<file path="src/rtl/rdt_pkg.sv">
// Package: shared types for the reset extension timer.
// Assumes: included in compile order before all rdt_* modules.
package rdt_pkg;

    // Sequencer state of the delay counter.
    typedef enum logic [1:0] {
        ST_HOLD  = 2'd0,   // master-clear low or power-on: counter parked at zero
        ST_COUNT = 2'd1,   // delay running, core held in reset
        ST_RUN   = 2'd2    // delay complete, core released
    } rdt_state_e;

endpackage

</file>
<file path="src/rtl/rdt_sync.sv">
// Module: rdt_sync
// Multi-stage level synchronizer for one asynchronous input.
// Assumes: the input is a slow level (no pulses shorter than STAGES clocks);
// synchronous active-low reset clears every stage to 0.
module rdt_sync #(
    parameter int STAGES = 2
) (
    input  logic clk,
    input  logic rst_n,
    input  logic din,
    output logic dout
);

    logic [STAGES-1:0] stage_q;

    // First stage captures the raw asynchronous level.
    always_ff @(posedge clk) begin
        if (!rst_n) stage_q[0] <= 1'b0;
        else        stage_q[0] <= din;
    end

    // Remaining stages shift the captured level along the chain.
    for (genvar g = 1; g < STAGES; g++) begin : g_stage
        always_ff @(posedge clk) begin
            if (!rst_n) stage_q[g] <= 1'b0;
            else        stage_q[g] <= stage_q[g-1];
        end
    end

    assign dout = stage_q[STAGES-1];

endmodule

</file>
<file path="src/rtl/rdt_trigger.sv">
// Module: rdt_trigger
// Turns the synchronized master-clear level and the watchdog pulse into
// hold and start requests for the delay counter.
// Assumes: mclr_s is already synchronous; wdt_pulse is a synchronous one-cycle pulse.
// A start is raised on the first cycle master-clear is seen high (also right
// after power-on with master-clear already high) and on every watchdog pulse
// while master-clear is high; hold wins over everything.
module rdt_trigger (
    input  logic clk,
    input  logic rst_n,
    input  logic mclr_s,
    input  logic wdt_pulse,
    output logic hold_req,
    output logic start_req
);

    logic mclr_prev_q;
    logic mclr_rise;

    // Remember last cycle's synchronized level for rise detection.
    always_ff @(posedge clk) begin
        if (!rst_n) mclr_prev_q <= 1'b0;
        else        mclr_prev_q <= mclr_s;
    end

    // Derive rise, hold and start requests.
    always_comb begin
        mclr_rise = mclr_s & ~mclr_prev_q;
        hold_req  = ~mclr_s;
        start_req = mclr_s & (mclr_rise | wdt_pulse);
    end

endmodule

</file>
<file path="src/rtl/rdt_counter.sv">
// Module: rdt_counter
// Delay sequencer: counts DELAY_CYCLES clocks after each start and drives a
// registered, glitch-free reset output.
// Assumes: hold_req has priority over start_req; DELAY_CYCLES >= 2.
module rdt_counter
    import rdt_pkg::*;
#(
    parameter int DELAY_CYCLES = 18000
) (
    input  logic clk,
    input  logic rst_n,
    input  logic hold_req,
    input  logic start_req,
    output logic rst_o
);

    localparam int CW = (DELAY_CYCLES > 2) ? $clog2(DELAY_CYCLES) : 1;
    localparam logic [CW-1:0] TERM = CW'(DELAY_CYCLES - 1);

    rdt_state_e    state_q, state_nxt;
    logic [CW-1:0] cnt_q, cnt_nxt;

    // Next-state and next-count decision; hold beats start beats counting.
    always_comb begin
        state_nxt = state_q;
        cnt_nxt   = cnt_q;
        if (hold_req) begin
            state_nxt = ST_HOLD;
            cnt_nxt   = '0;
        end else if (start_req) begin
            state_nxt = ST_COUNT;
            cnt_nxt   = '0;
        end else begin
            case (state_q)
                ST_COUNT: begin
                    if (cnt_q == TERM) begin
                        state_nxt = ST_RUN;
                        cnt_nxt   = '0;
                    end else begin
                        cnt_nxt = cnt_q + CW'(1);
                    end
                end
                ST_RUN:  state_nxt = ST_RUN;
                default: state_nxt = ST_HOLD;
            endcase
        end
    end

    // State, count and reset-output registers.
    always_ff @(posedge clk) begin
        if (!rst_n) begin
            state_q <= ST_HOLD;
            cnt_q   <= '0;
            rst_o   <= 1'b1;
        end else begin
            state_q <= state_nxt;
            cnt_q   <= cnt_nxt;
            rst_o   <= (state_nxt != ST_RUN);
        end
    end

    // the count never passes the terminal value.
    assert_cnt_bound_R4: assert property (@(posedge clk) disable iff (!rst_n)
        cnt_q <= TERM);

    // a hold request parks the counter at zero with reset asserted.
    assert_hold_zero_R3: assert property (@(posedge clk) disable iff (!rst_n)
        hold_req |=> (cnt_q == '0) && rst_o);

    // a start (watchdog or master-clear rise) restarts from zero in reset.
    assert_restart_R6: assert property (@(posedge clk) disable iff (!rst_n)
        (start_req && !hold_req) |=> (cnt_q == '0) && rst_o && (state_q == ST_COUNT));

    // reset is released only right after the terminal count.
    assert_release_term_R4: assert property (@(posedge clk) disable iff (!rst_n)
        $fell(rst_o) |-> ($past(cnt_q) == TERM) && ($past(state_q) == ST_COUNT));

endmodule

</file>
<file path="src/rtl/rdt_reset_timer.sv">
// Module: rdt_reset_timer (top)
// Reset extension timer: holds core_rst high while master-clear is low and
// for DELAY_CYCLES timer clocks after master-clear rises or a watchdog times out.
// Assumes: clk_rc is the free-running internal RC clock; rst_n is a synchronous
// active-low power-on reset; wdt_timeout is synchronous to clk_rc.
module rdt_reset_timer #(
    parameter int DELAY_CYCLES = 18000,
    parameter int SYNC_STAGES  = 2
) (
    input  logic clk_rc,
    input  logic rst_n,
    input  logic mclr_in,
    input  logic wdt_timeout,
    output logic core_rst
);

    logic mclr_s;
    logic hold_req;
    logic start_req;

    rdt_sync #(.STAGES(SYNC_STAGES)) u_sync (
        .clk   (clk_rc),
        .rst_n (rst_n),
        .din   (mclr_in),
        .dout  (mclr_s)
    );

    rdt_trigger u_trigger (
        .clk       (clk_rc),
        .rst_n     (rst_n),
        .mclr_s    (mclr_s),
        .wdt_pulse (wdt_timeout),
        .hold_req  (hold_req),
        .start_req (start_req)
    );

    rdt_counter #(.DELAY_CYCLES(DELAY_CYCLES)) u_counter (
        .clk       (clk_rc),
        .rst_n     (rst_n),
        .hold_req  (hold_req),
        .start_req (start_req),
        .rst_o     (core_rst)
    );

    // once released, reset stays low without a hold or start.
    assert_stay_released_R8: assert property (@(posedge clk_rc) disable iff (!rst_n)
        (!core_rst && !hold_req && !start_req) |=> !core_rst);

    // a watchdog pulse during hold cannot take the core out of reset.
    assert_wdt_ignored_R7: assert property (@(posedge clk_rc) disable iff (!rst_n)
        (hold_req && wdt_timeout) |=> core_rst);

endmodule

</file>
<file path="config.mk">
export PLATFORM = sky130hd
export DESIGN_NAME = rdt_reset_timer
export DESIGN_NICKNAME = d
export VERILOG_FILES = /design/src/rtl/rdt_pkg.sv /design/src/rtl/rdt_sync.sv /design/src/rtl/rdt_trigger.sv /design/src/rtl/rdt_counter.sv /design/src/rtl/rdt_reset_timer.sv
export SDC_FILE = /design/constraint.sdc
export NUM_CORES = 1
export LEC_CHECK = 0
export ABC_CLOCK_PERIOD_IN_PS = 2300
export BUFFER_PORTS_ARGS = -buffer_cell sky130_fd_sc_hd__buf_2
export CORE_MARGIN = 2
export CORE_UTILIZATION = 51
export DETAILED_ROUTE_END_ITERATION = 7
export PLACE_DENSITY = 0.78
export SYNTH_ARGS = -nofsm -noshare
export SYNTH_HDL_FRONTEND = slang
export SYNTH_HIERARCHICAL = 1
export SYNTH_SLANG_ARGS = --single-unit
</file>
<file path="constraint.sdc">
create_clock -name clk_rc -period 2.3 [get_ports clk_rc]
set_clock_uncertainty 0.2 [all_clocks]
set_input_delay 0.575 -clock clk_rc [delete_from_list [all_inputs] [get_ports clk_rc]]
set_output_delay 0.575 -clock clk_rc [all_outputs]
set_load 0.03 [all_outputs]
</file>
## Word-level counts from Yosys, hierarchy flattened

Cells that the tools add are included.

- Add/subtract/negate cells: 1
- Eq/ne operators: 4
- Mux-type cells: 5
- Bitwise operators: 6
- Reductions and logical operators: 1

Operators with widths:

| cell | number |
|---|---|
| $add 15x1->15 const B | 1 |
| $eq 15x15->1 const B | 1 |
| $mux 15 | 1 |
| $mux 2 | 3 |
| $pmux 2 s2 | 1 |
| $not 1->1 | 3 |
| $reduce_or 3->1 | 1 |
| $and 1x1->1 | 2 |
| $eq 2x1->1 const B | 1 |
| $eq 2x2->1 const B | 1 |
| $ne 2x2->1 const B | 1 |
| $or 1x1->1 | 1 |

- Flip-flop bits (word level): 21
- Input bits: 4
- Output and inout bits: 1
- Word-level logic and storage cells: 23

## Depth between registers and ports, before layout

Gate-level depths: netlist of run 1.

- Depth after elaboration: 7
- Mapped depth: 7
- Depth with buffers taken out: 6

## Hierarchy

Netlist of run 1, hierarchy kept.

Modules (own cells, without submodules):

| module | instances | cells an instance | area each (um2) | sequential area each (um2) |
|---|---|---|---|---|
| rdt_counter | 1 | 99 | 915.9 | 360.3 |
| rdt_sync | 1 | 4 | 52.6 | 40.0 |
| rdt_trigger | 1 | 5 | 43.8 | 20.0 |

## Worst setup path after synthesis of run 1

No wires, ideal clock.

- Path kind: register -> register
- From: register u_counter.cnt_q[7]
- To: register u_counter.cnt_q[14]
- Setup time: 0.115 ns
- Arrival time: 1.733 ns
- Data required time: 1.985 ns
- Setup slack: 0.252 ns
- Cell stages (with the launch flop): 6
- Path buffers: 1
- Period minus slack after synthesis: 2.048 ns
- Cells stage by stage: dfxtp_1 or4b_1 or4_4 o21bai_4 buf_6 nor2_1

- Word-level cells in the longest chain between the ends: 2
- Elaborated cells on any way between the ends: 3
- Classes of those cells: 1 x add/sub; 1 x eq/ne; 1 x mux

RTL lines:

| element | RTL line | source |
|---|---|---|
| start: declaration | rdt_counter.sv:21 | `logic [CW-1:0] cnt_q, cnt_nxt;` |
| start signal: assignment | rdt_counter.sv:57 | `cnt_q <= cnt_nxt;` |
| $add 15x1->15 or $eq 15x15->1 (tied branches) | rdt_counter.sv:40, rdt_counter.sv:36 |  |
| $mux 15 * | rdt_counter.sv:36 | `if (cnt_q == TERM) begin` |

Every way passes the cells marked *; elsewhere a longest branch is shown, timed or not.
A chain may end at the register's enable or synchronous reset.

## Worst setup path in the final report of run 1

- From: register u_counter.cnt_q[7]
- To: register u_counter.cnt_q[12]

Same word-level chain as after synthesis.

==> results of run 1 <==
## cells by family (layout without fill, tap and decap cells)
group                    Yosys count  in the layout  synth area share
AND/OR/NAND/NOR                   55             55            0.2929
XOR/XNOR                          14             14            0.1211
buffers and inverters              9             19           0.07910
flip-flops                        21             21            0.4153
adder cells (fa/ha/maj)            3              3           0.03709
AO/OA/AOI/OAI                      5              5           0.04450
multiplexers                       1              1          0.009889
## sequential cells by signal, indices dropped and copies added (netlist names)
signal,cells
u_counter/cnt_q,15
u_counter/state_q,2
u_counter/rst_o,1
u_sync/dout,1
u_sync/stage_q,1
u_trigger/mclr_prev_q,1
## metal layers
metal	track usage	routed length [um]	up-vias
met5	0	0	-
met2	0.2755	759	13
met1	0.1887	807	343
met4	0.04286	12	0
met3	0.06481	69	2
li1	-	-	386
## where the power goes
part           internal, mW  switching [mW]
registers             0.366        0.000781
logic               0.00553         0.00608
clock network        0.0663           0.112
total                 0.438           0.119
## cells in the mapped netlist (2+ instances only)
| cell | number | share of area |
|---|---|---|
| and2_1 | 2 | 0.012 |
| dfxtp_1 | 21 | 0.42 |
| ha_1 | 3 | 0.037 |
| inv_1 | 5 | 0.019 |
| nand2_1 | 5 | 0.019 |
| nand3_1 | 7 | 0.035 |
| nand4_1 | 5 | 0.031 |
| nor2_1 | 18 | 0.067 |
| nor2b_1 | 2 | 0.012 |
| nor3_1 | 3 | 0.015 |
| nor4_1 | 4 | 0.025 |
| or4b_1 | 2 | 0.020 |
| xnor2_1 | 7 | 0.061 |
| xor2_1 | 7 | 0.061 |
## cell type report
class	instances	area (um^2)
fill	178	845.8
tap	27	33.78
clock buffer	3	22.52
timing repair buffer	9	57.56
inverter	6	22.52
clock inverter	1	7.507
sequential	21	420.4
multi-input combinational	78	511.7
## worst max-delay path, stage by stage, from the launching register on
cell,delay (ps)
dfxtp_1,360
or4b_1,520
or4_4,580
o21bai_4,330
nor2_1,90
## how the worst max path moves through the flow
| stage | slack, ps | cells after the start | end |
|---|---|---|---|
| after CTS | 70 | 4 | u_counter/cnt_q[12]$_SDFFE_PP0N_ |
| after detailed placement | 100 | 4 | u_counter/cnt_q[12]$_SDFFE_PP0N_ |
| after floorplan | 250 | 5 | u_counter/cnt_q[14]$_SDFFE_PP0N_ |
| final | 90 | 4 | u_counter/cnt_q[12]$_SDFFE_PP0N_ |
| after global placement | 160 | 4 | u_counter/cnt_q[8]$_SDFFE_PP0N_ |
| after global routing | 10 | 4 | u_counter/cnt_q[12]$_SDFFE_PP0N_ |
## stage by stage
step / hold WS, ps / power (mW) / util / area (um^2) / instances
final: 255.7 / 0.5568 / 0.5599 / 1076 / 145
after global routing: 242.4 / 0.5860 / 0.5599 / 1076 / 145
after CTS: 241.9 / 0.5688 / 0.5599 / 1076 / 145
after detailed placement: 225.4 / 0.3865 / 0.5443 / 1046 / 141
after global placement: 227.9 / 0.3861 / 0.5443 / 1046 / 141
after floorplan: 211.8 / 0.3830 / - / 1012 / 108
==> impl_metrics.py, run 1 <==
metrics = {
    "timing": {
        "hold_viol_final": 0,
        "worst_slew_pin_slew_ps": 351.0,
        "timing.fmax_ghz": 0.4532,
        "setup_violations": 0,
        "fin_ws_ps": 93.25,
        "period_needed_ps": 2207,
        "setup_tns_ps": 0,
        "rsz0062_at_grt": "false",
        "min_period_over_period": 0.9595,
        "final_max_slew_viol_count": 0,
        "slew_headroom": 0.7627,
    },
    "global_routing": {
        "antenna_found_initial": 0,
        "globalRouteOverflowTotal": 0,
        "grt_first_pass_wirelength_mm": 2.939,
        "grt_max_degree": 15,
        "track_usage": 0.1616,
        "grt_pass1_vias": 720,
    },
    "routing": {
        "dr.first_iter.drc_count": 3,
        "post_drt_wl_per_cell_um": 11.37,
        "vias": 744,
        "wirelength_mm": 1.649,
        "drt_first_pass_iters": 4,
        "detail-route-antenna-nets": 0,
        "drc": 0,
        "vias_per_cell": 5.131,
    },
    "critical_path": {
        "rr_endpoint": "u_counter/cnt_q[12]$_SDFFE_PP0N_",
        "critPathKind": "reg2reg",
        "r2r-start": "u_counter/cnt_q[7]$_SDFFE_PP0N_",
        "worstPathArrival_ps": 2200,
        "worstRegToRegCells": 4,
        "cp.required_ps": 2290,
        "crit_path_end_kind": "flop",
        "cp_max_fo": 14,
        "ff2ff_setup_slack_ps": 90,
        "critPathLaunchType": "flop",
        "crit_start": "u_counter/cnt_q[7]$_SDFFE_PP0N_",
    },
    "power_and_ir_drop": {
        "ir_drop_mv": 0.4908,
        "power_leakage_nw": 0.3411,
        "pwr_density_cell_mw_per_mm2": 517.5,
    },
    "finish": {
        "area_delta_synth_final_pct": 6.304,
        "n_antenna_cell": 0,
        "final_common_cell": "dfxtp_1",
        "nNetsFinal": 126,
        "final_cell_mix": "dfxtp_1, nor2_1, nand3_1, xnor2_1, xor2_1",
        "drive_gt1_frac": 0.1695,
    },
    "cts": {
        "cts_made_buffers": 3,
        "cts_resized": 0,
        "clk_path_buf_depth": 2,
        "path_clk_slew_ps": 120,
        "htree_levels": 1,
        "clk_latency_ps": 310,
        "cts_tree": "done",
        "cts_hold_buffers": 0,
        "postCtsSetupBuffers": 0,
        "cts.sinks": 21,
        "cts_root_buf": "clkbuf_4",
    },
    "die": {
        "die-area_mm2": 0.002357,
        "dieHeight_um": 48.55,
        "die_x_um": 48.55,
        "placementRows": 16,
        "start_util": 0.5267,
        "io_pins": 5,
        "core_area_mm2": 0.001922,
    },
    "flow_run": {
        "maxCapViolCount": 0,
    },
    "yosys": {
        "synth_edf_count": 0,
        "avgSynthCellArea_um2": 9.372,
        "yosysSeqAreaShare": 0.4153,
        "synth_flop_cell": "dfxtp_1",
        "post_synth_instance_area_mm2": 0.001012,
        "synthesis.instances": 108,
        "syn-num-nets": 115,
        "async_flop_share": 0,
        "yosys_warnings": 6,
        "ys_seq_elements": 21,
        "ys_types": 31,
    },
    "worst_hold_path": {
        "hold_path_class": "in2reg",
        "hold_depth": 2,
        "min_to": "u_sync/stage_q[0]$_SDFF_PN0_",
        "hp-start": "mclr_in",
    },
    "placement": {
        "gp_congestion": 0.7772,
        "io_buffers": 4,
        "place_ws_ps": 104.1,
        "dp_hpwl_mm": 1.230,
    },
    "outcome": {
        "outcome": "finished, final reports clean",
    },
}
No activity file was read; power rests on OpenSTA's default activity.
==> run 2: changes to the inputs <==
--- a/config.mk
+++ b/config.mk
@@ -5,6 +5,7 @@
 export SDC_FILE = /design/constraint.sdc
 export NUM_CORES = 1
 export LEC_CHECK = 0
+export ABC_AREA = 1
 export ABC_CLOCK_PERIOD_IN_PS = 2300
 export BUFFER_PORTS_ARGS = -buffer_cell sky130_fd_sc_hd__buf_2
 export CORE_MARGIN = 2
@@ -13,5 +14,4 @@
 export PLACE_DENSITY = 0.78
 export SYNTH_ARGS = -nofsm -noshare
 export SYNTH_HDL_FRONTEND = slang
-export SYNTH_HIERARCHICAL = 1
 export SYNTH_SLANG_ARGS = --single-unit
==> run 2 against run 1 <==
Compared with the run above: final area rose by 6.3%; wire length rose by 26%; worst hold slack got worse by 33 ps; power rose by 0.99%; register-to-register slack improved by 430 ps; first-iteration DRC count rose to 6.3 times the previous value; critical endpoint is now u_counter.cnt_q[7]$_SDFFE_PP0N_.
==> impl_metrics.py, run 2 <==
metrics = {
    "outcome": {
        "outcome": "finished, final reports clean",
    },
    "yosys": {
        "synth_flop_cell": "dfxtp_1",
        "ys_types": 26,
        "synth_area_leaders": "dfxtp_1, nand2_1, nor2_1",
        "synth_edf_count": 0,
        "synth_top_area_cell": "dfxtp_1",
        "yosys_warnings": 0,
        "yosysSeqAreaShare": 0.3916,
        "avgSynthCellArea_um2": 7.205,
        "synthesis.instances": 149,
        "async_flop_share": 0,
        "syn-num-nets": 156,
        "synth_most_common_cell": "nand2_1",
        "ys_seq_elements": 21,
        "post_synth_instance_area_mm2": 0.001074,
        "synth_top_cell_area_share": 0.3916,
        "synth_common_cells": "nand2_1, nor2_1, dfxtp_1",
    },
    "finish": {
        "nFillCells": 177,
        "reg_top3": "u_counter.cnt_q (15), u_counter.state_q (2)",
        "nNetsFinal": 164,
        "n_antenna_cell": 0,
        "largest_register": "u_counter.cnt_q",
        "final_common_cell": "nand2_1",
        "stdcell_count": 183,
        "drive_gt1_frac": 0.1538,
        "area_delta_synth_final_pct": 6.527,
        "largest_register_ff_count": 15,
        "final_cell_mix": "nand2_1, nor2_1, dfxtp_1",
        "post-route-util": 0.5770,
    },
    "critical_path": {
        "critPathSlowestCell": "ha_1",
        "worstPathArrival_ps": 1790,
        "cp.required_ps": 2310,
        "path_buf_inv": 2,
        "cp_max_fo": 8,
        "crit_path_end_kind": "flop",
        "ff2ff_setup_slack_ps": 520,
        "critPathKind": "reg2reg",
        "crit_chain": "inv_1, ha_1, inv_2, nor2_4, nand2_1, nor2_1, nand2_1, nand2_1, nor2_1",
        "cpPeakStageDelay_ps": 380,
        "r2r-start": "u_counter.state_q[1]$_SDFF_PN0_",
        "critical_path.top_delay_family": "simple AND/OR/NAND/NOR gates",
        "rr_endpoint": "u_counter.cnt_q[7]$_SDFFE_PP0N_",
        "cp_common_cell": "nand2_1",
        "critPathLaunchType": "flop",
        "worstRegToRegCells": 9,
    },
    "timing": {
        "fin_ws_ps": 524.2,
        "final_max_slew_viol_count": 0,
        "period_needed_ps": 1776,
        "worst_slew_pin_slew_ps": 383.3,
        "rsz0062_at_grt": "false",
        "setup_tns_ps": 0,
        "min_period_over_period": 0.7721,
        "timing.fmax_ghz": 0.5631,
        "slew_headroom": 0.7444,
        "setup_violations": 0,
        "hold_viol_final": 0,
    },
    "placement": {
        "place_ws_ps": 590.4,
        "gp_congestion": 0.9309,
        "io_buffers": 4,
        "dp_hpwl_mm": 1.638,
        "dp_cells": 179,
    },
    "routing": {
        "dr.first_iter.drc_count": 19,
        "wirelength_mm": 2.078,
        "drc": 0,
        "drt_first_pass_iters": 4,
        "detail-route-antenna-nets": 0,
        "vias": 922,
        "post_drt_wl_per_cell_um": 11.36,
        "vias_per_cell": 5.038,
    },
    "cts": {
        "cts_resized": 0,
        "clk_path_buf_depth": 2,
        "cts_tree": "done",
        "path_clk_slew_ps": 120,
        "postCtsSetupBuffers": 0,
        "htree_levels": 1,
        "cts_hold_buffers": 0,
        "cts.sinks": 21,
        "cts_root_buf": "clkbuf_4",
        "clk_latency_ps": 310,
        "cts_made_buffers": 3,
    },
    "die": {
        "io_pins": 5,
        "start_util": 0.5417,
        "placementRows": 16,
        "die_x_um": 49.88,
        "dieHeight_um": 49.88,
        "die-area_mm2": 0.002488,
        "core_area_mm2": 0.001982,
    },
    "worst_hold_path": {
        "min_to": "u_sync.dout$_SDFF_PN0_",
        "hold_depth": 2,
        "hp-start": "u_sync.stage_q[0]$_SDFF_PN0_",
        "hold_path_class": "reg2reg",
    },
    "global_routing": {
        "grt_max_degree": 13,
        "globalRouteOverflowTotal": 0,
        "grt_first_pass_wirelength_mm": 3.615,
        "track_usage": 0.1976,
        "grt_pass1_vias": 800,
        "antenna_found_initial": 0,
    },
    "flow_run": {
        "maxCapViolCount": 0,
    },
    "power_and_ir_drop": {
        "ir_drop_mv": 0.3625,
        "finalPower_mw": 0.5623,
        "power_leakage_nw": 0.4175,
        "pwr_density_cell_mw_per_mm2": 491.7,
    },
}
==> run 2: cell count changes in the layout (fill, tap and decap cells not counted), sizes merged, moves of 4 or more <==
cell | before | now
xor2 | 7 | 2
nand2 | 5 | 33
a21oi | 2 | 8
buf | 9 | 4
nor2 | 18 | 28
inv | 6 | 20
xnor2 | 7 | 2
nor4 | 4 | 0
nand3 | 7 | 15
==> run 2: cell type report <==
type | count | area, um^2 | share of cell area
Multi-Input combinational cell | 106 | 561.8 | 0.4912
Sequential cell | 21 | 420.4 | 0.3676
Inverter | 21 | 80.08 | 0.07002
Tap cell | 27 | 33.78 | 0.02954
Clock buffer | 3 | 22.52 | 0.01969
Timing Repair Buffer | 4 | 20.02 | 0.01751
Clock inverter | 1 | 5.005 | 0.004376
==> run 2: how the worst max path moves through the flow <==
stage,slack (ps),start,depth (start not counted),endpoint
floorplan,870,u_counter.state_q[1]$_SDFF_PN0_,10,u_counter.cnt_q[7]$_SDFFE_PP0N_
global placement,650,rst_n,7,u_counter.cnt_q[6]$_SDFFE_PP0N_
detailed placement,590,u_counter.state_q[1]$_SDFF_PN0_,9,u_counter.cnt_q[7]$_SDFFE_PP0N_
CTS,550,u_counter.state_q[1]$_SDFF_PN0_,9,u_counter.cnt_q[7]$_SDFFE_PP0N_
global route,430,u_counter.state_q[1]$_SDFF_PN0_,8,u_counter.cnt_q[7]$_SDFFE_PP0N_
finish,520,u_counter.state_q[1]$_SDFF_PN0_,9,u_counter.cnt_q[7]$_SDFFE_PP0N_
==> run 2: kinds of logic (layout without fill, tap and decap cells) <==
family | Yosys count | count (layout) | share of synthesized area
fa+ha+maj | 3 | 3 | 0.03497
buf+inv | 22 | 29 | 0.08507
xor+xnor | 4 | 4 | 0.03264
flops | 21 | 21 | 0.3916
simple gates | 88 | 88 | 0.4033
compound gates | 11 | 11 | 0.05244
==> run 2: routing by layer <==
layer | vias up | global-route usage | part of all wire
met1 | 412 | 0.2580 | 0.48
met5 | - | 0 | 0
met3 | 4 | 0.03636 | 0.036
met4 | 0 | 0.1481 | 0.026
met2 | 19 | 0.2867 | 0.46
li1 | 487 | - | -
==> run 2: worst min-delay path, cell delays in order (launching register included) <==
cell and delay [ps]:
dfxtp_1 320, nand2_1 50, inv_1 30
==> run 2: where the power goes <==
part	switching, mW	leakage, nW	internal, mW	total (mW)
logic	0.00786	0.230	0.00467	0.0125
registers	0.00113	0.170	0.366	0.367
clock network	0.117	0.0177	0.0651	0.183
==> run 2: through the flow <==
stage	hold WS, ps	cell area (um^2)
2_1_floorplan	190.0	1074
5_1_grt	254.1	1144
3_5_place_dp	199.7	1116
4_1_cts	226.4	1144
3_3_place_gp	196.2	1116
6_report	222.7	1144
==> run 3: changes to the inputs <==
--- a/config.mk
+++ b/config.mk
@@ -6,7 +6,7 @@
 export NUM_CORES = 1
 export LEC_CHECK = 0
 export ABC_AREA = 1
-export ABC_CLOCK_PERIOD_IN_PS = 2300
+export ABC_CLOCK_PERIOD_IN_PS = 1800
 export BUFFER_PORTS_ARGS = -buffer_cell sky130_fd_sc_hd__buf_2
 export CORE_MARGIN = 2
 export CORE_UTILIZATION = 51
==> constraint.sdc (replaced) <==
create_clock -name clk_rc -period 1.8 [get_ports clk_rc]
set_clock_uncertainty 0.2 [all_clocks]
set_input_delay 0.45 -clock clk_rc [delete_from_list [all_inputs] [get_ports clk_rc]]
set_output_delay 0.45 -clock clk_rc [all_outputs]
set_load 0.03 [all_outputs]
==> run 3 against run 2 <==
Compared with the run above: global-route usage grew 0.24 points; combinational power up 38%; fmax is 5.1% higher; final area is 1.2% higher; first-iteration DRC count increased to 2.6 times the previous value; power is 27% higher; via count rose by 7.4%; largest power group unchanged; highest routed layer unchanged.
==> impl_metrics.py, run 3 (synthesis results as in run 2) <==
metrics = {
    "timing": {
        "min_period_over_period": 0.9391,
        "fin_ws_ps": 109.6,
        "slew_headroom": 0.8314,
        "worst_slew_pin_slew_ps": 250.9,
        "setup_tns_ps": 0,
        "rsz0062_at_grt": "false",
        "setup_violations": 0,
        "final_max_slew_viol_count": 0,
        "hold_viol_final": 0,
        "timing.fmax_ghz": 0.5916,
        "period_needed_ps": 1690,
    },
    "finish": {
        "final_cell_mix": "nand2_1, nor2_1, dfxtp_1",
        "nNetsFinal": 165,
        "stdcell_count": 184,
        "reg_top3": "u_counter.cnt_q (15), u_counter.state_q (2)",
        "drive_gt1_frac": 0.1592,
        "multi_input_area_um2": 569.3,
        "area_delta_synth_final_pct": 7.809,
        "n_antenna_cell": 0,
        "largest_register_ff_count": 15,
        "largest_register": "u_counter.cnt_q",
        "final_common_cell": "nand2_1",
        "seq_area_um2": 420.4,
        "nFillCells": 198,
    },
    "die": {
        "io_pins": 5,
        "die_x_um": 49.88,
        "core_area_mm2": 0.001982,
        "die-area_mm2": 0.002488,
        "start_util": 0.5417,
        "placementRows": 16,
        "dieHeight_um": 49.88,
    },
    "placement": {
        "gp_congestion": 0.8795,
        "dp_cells": 180,
        "io_buffers": 4,
        "dp_hpwl_mm": 1.705,
        "place_ws_ps": 124.5,
    },
    "cts": {
        "clk_path_buf_depth": 2,
        "cts_tree": "done",
        "cts_hold_buffers": 0,
        "cts_resized": 0,
        "cts_made_buffers": 3,
        "cts_root_buf": "clkbuf_4",
        "cts.sinks": 21,
        "htree_levels": 1,
        "clk_latency_ps": 300,
        "postCtsSetupBuffers": 0,
        "path_clk_slew_ps": 120,
    },
    "power_and_ir_drop": {
        "ir_drop_mv": 0.3675,
        "power_leakage_nw": 0.4192,
        "pwr_density_cell_mw_per_mm2": 616.5,
    },
    "outcome": {
        "outcome": "finished, final reports clean",
    },
    "global_routing": {
        "met3_usage": 0.03636,
        "top_usage_layer": "met2",
        "grt_first_pass_wirelength_mm": 3.795,
        "globalRouteOverflowTotal": 0,
        "grt_pass1_vias": 918,
        "met1_usage": 0.2543,
        "track_usage": 0.2000,
        "grt_max_degree": 12,
        "antenna_found_initial": 0,
        "use_met2": 0.3289,
    },
    "worst_hold_path": {
        "hold_depth": 3,
        "hold_path_class": "in2reg",
    },
    "critical_path": {
        "worstRegToRegCells": 8,
        "critical_path_cell_count": 8,
        "crit_path_end_kind": "flop",
        "critPathLaunchType": "flop",
        "critPathSlowestCell": "dfxtp_1",
        "critical_path.top_delay_family": "simple AND/OR/NAND/NOR gates",
        "cpPeakStageDelay_ps": 390,
        "cp_common_cell": "nand2_1",
        "cp.required_ps": 1810,
        "critPathKind": "reg2reg",
        "crit_chain": "ha_1, nand2_1, inv_1, nand2_1, nor3_1, nand2_1, nand3_1, nor2_1",
        "cp_max_fo": 4,
        "worstPathArrival_ps": 1700,
        "path_buf_inv": 1,
    },
    "routing": {
        "vias_per_cell": 5.380,
        "wirelength_mm": 2.294,
        "detail-route-antenna-nets": 0,
        "drt_first_pass_iters": 5,
        "drc": 0,
        "vias": 990,
        "dr.first_iter.drc_count": 49,
        "post_drt_wl_per_cell_um": 12.47,
    },
    "flow_run": {
        "maxCapViolCount": 0,
    },
}
[run 3: cell count changes in the layout (fill, tap and decap cells not counted), sizes merged]
cell / change
buf: +1
clkbuf: +1
clkinv: -1
[run 3: per-layer routing]
| layer | share of wire | vias to the layer above |
|---|---|---|
| met1 | 0.43 | 439 |
| met3 | 0.068 | 10 |
| met5 | 0 | - |
| met2 | 0.47 | 54 |
| met4 | 0.026 | 0 |
| li1 | - | 487 |
[run 3: metrics by stage]
| stage | instance area (um^2) | hold slack (ps) | util | power [mW] |
|---|---|---|---|---|
| 6_report | 1157 | 129.6 | 0.5840 | 0.7135 |
| 2_1_floorplan | 1074 | 190.0 | - | 0.4905 |
| 5_1_grt | 1157 | 144.0 | 0.5840 | 0.7468 |
| 3_3_place_gp | 1124 | 196.7 | 0.5669 | 0.4956 |
| 3_5_place_dp | 1124 | 211.8 | 0.5669 | 0.4967 |
| 4_1_cts | 1150 | 132.4 | 0.5802 | 0.7159 |
[run 3: layout make-up]
class                           instances  area share
Timing Repair Buffer                    5     0.02378
Inverter                               21     0.06919
Clock buffer                            4     0.02270
Multi-Input combinational cell        106      0.4919
Tap cell                               27     0.02919
Sequential cell                        21      0.3632
[run 3: tightest hold or removal path: cells and delay by family]
kind,cells,cell delay [ps]
buffers and inverters,2,110
and+or+nand+nor,1,40
[run 3: final timing paths]
kind / from / endpoint / slack (ps)
max: u_counter.cnt_q[0]$_SDFFE_PP0N_ / u_counter.cnt_q[10]$_SDFFE_PP0N_ / 110
min: mclr_in / u_sync.stage_q[0]$_SDFF_PN0_ / 130
max reg2reg: u_counter.cnt_q[0]$_SDFFE_PP0N_ / u_counter.cnt_q[10]$_SDFFE_PP0N_ / 110
min reg2reg: u_sync.stage_q[0]$_SDFF_PN0_ / u_sync.dout$_SDFF_PN0_ / 230
[run 3: power by group]
group | switching (mW) | internal, mW
registers | 0.00143 | 0.468
logic | 0.0104 | 0.00678
clock network | 0.141 | 0.0865
total | 0.152 | 0.561
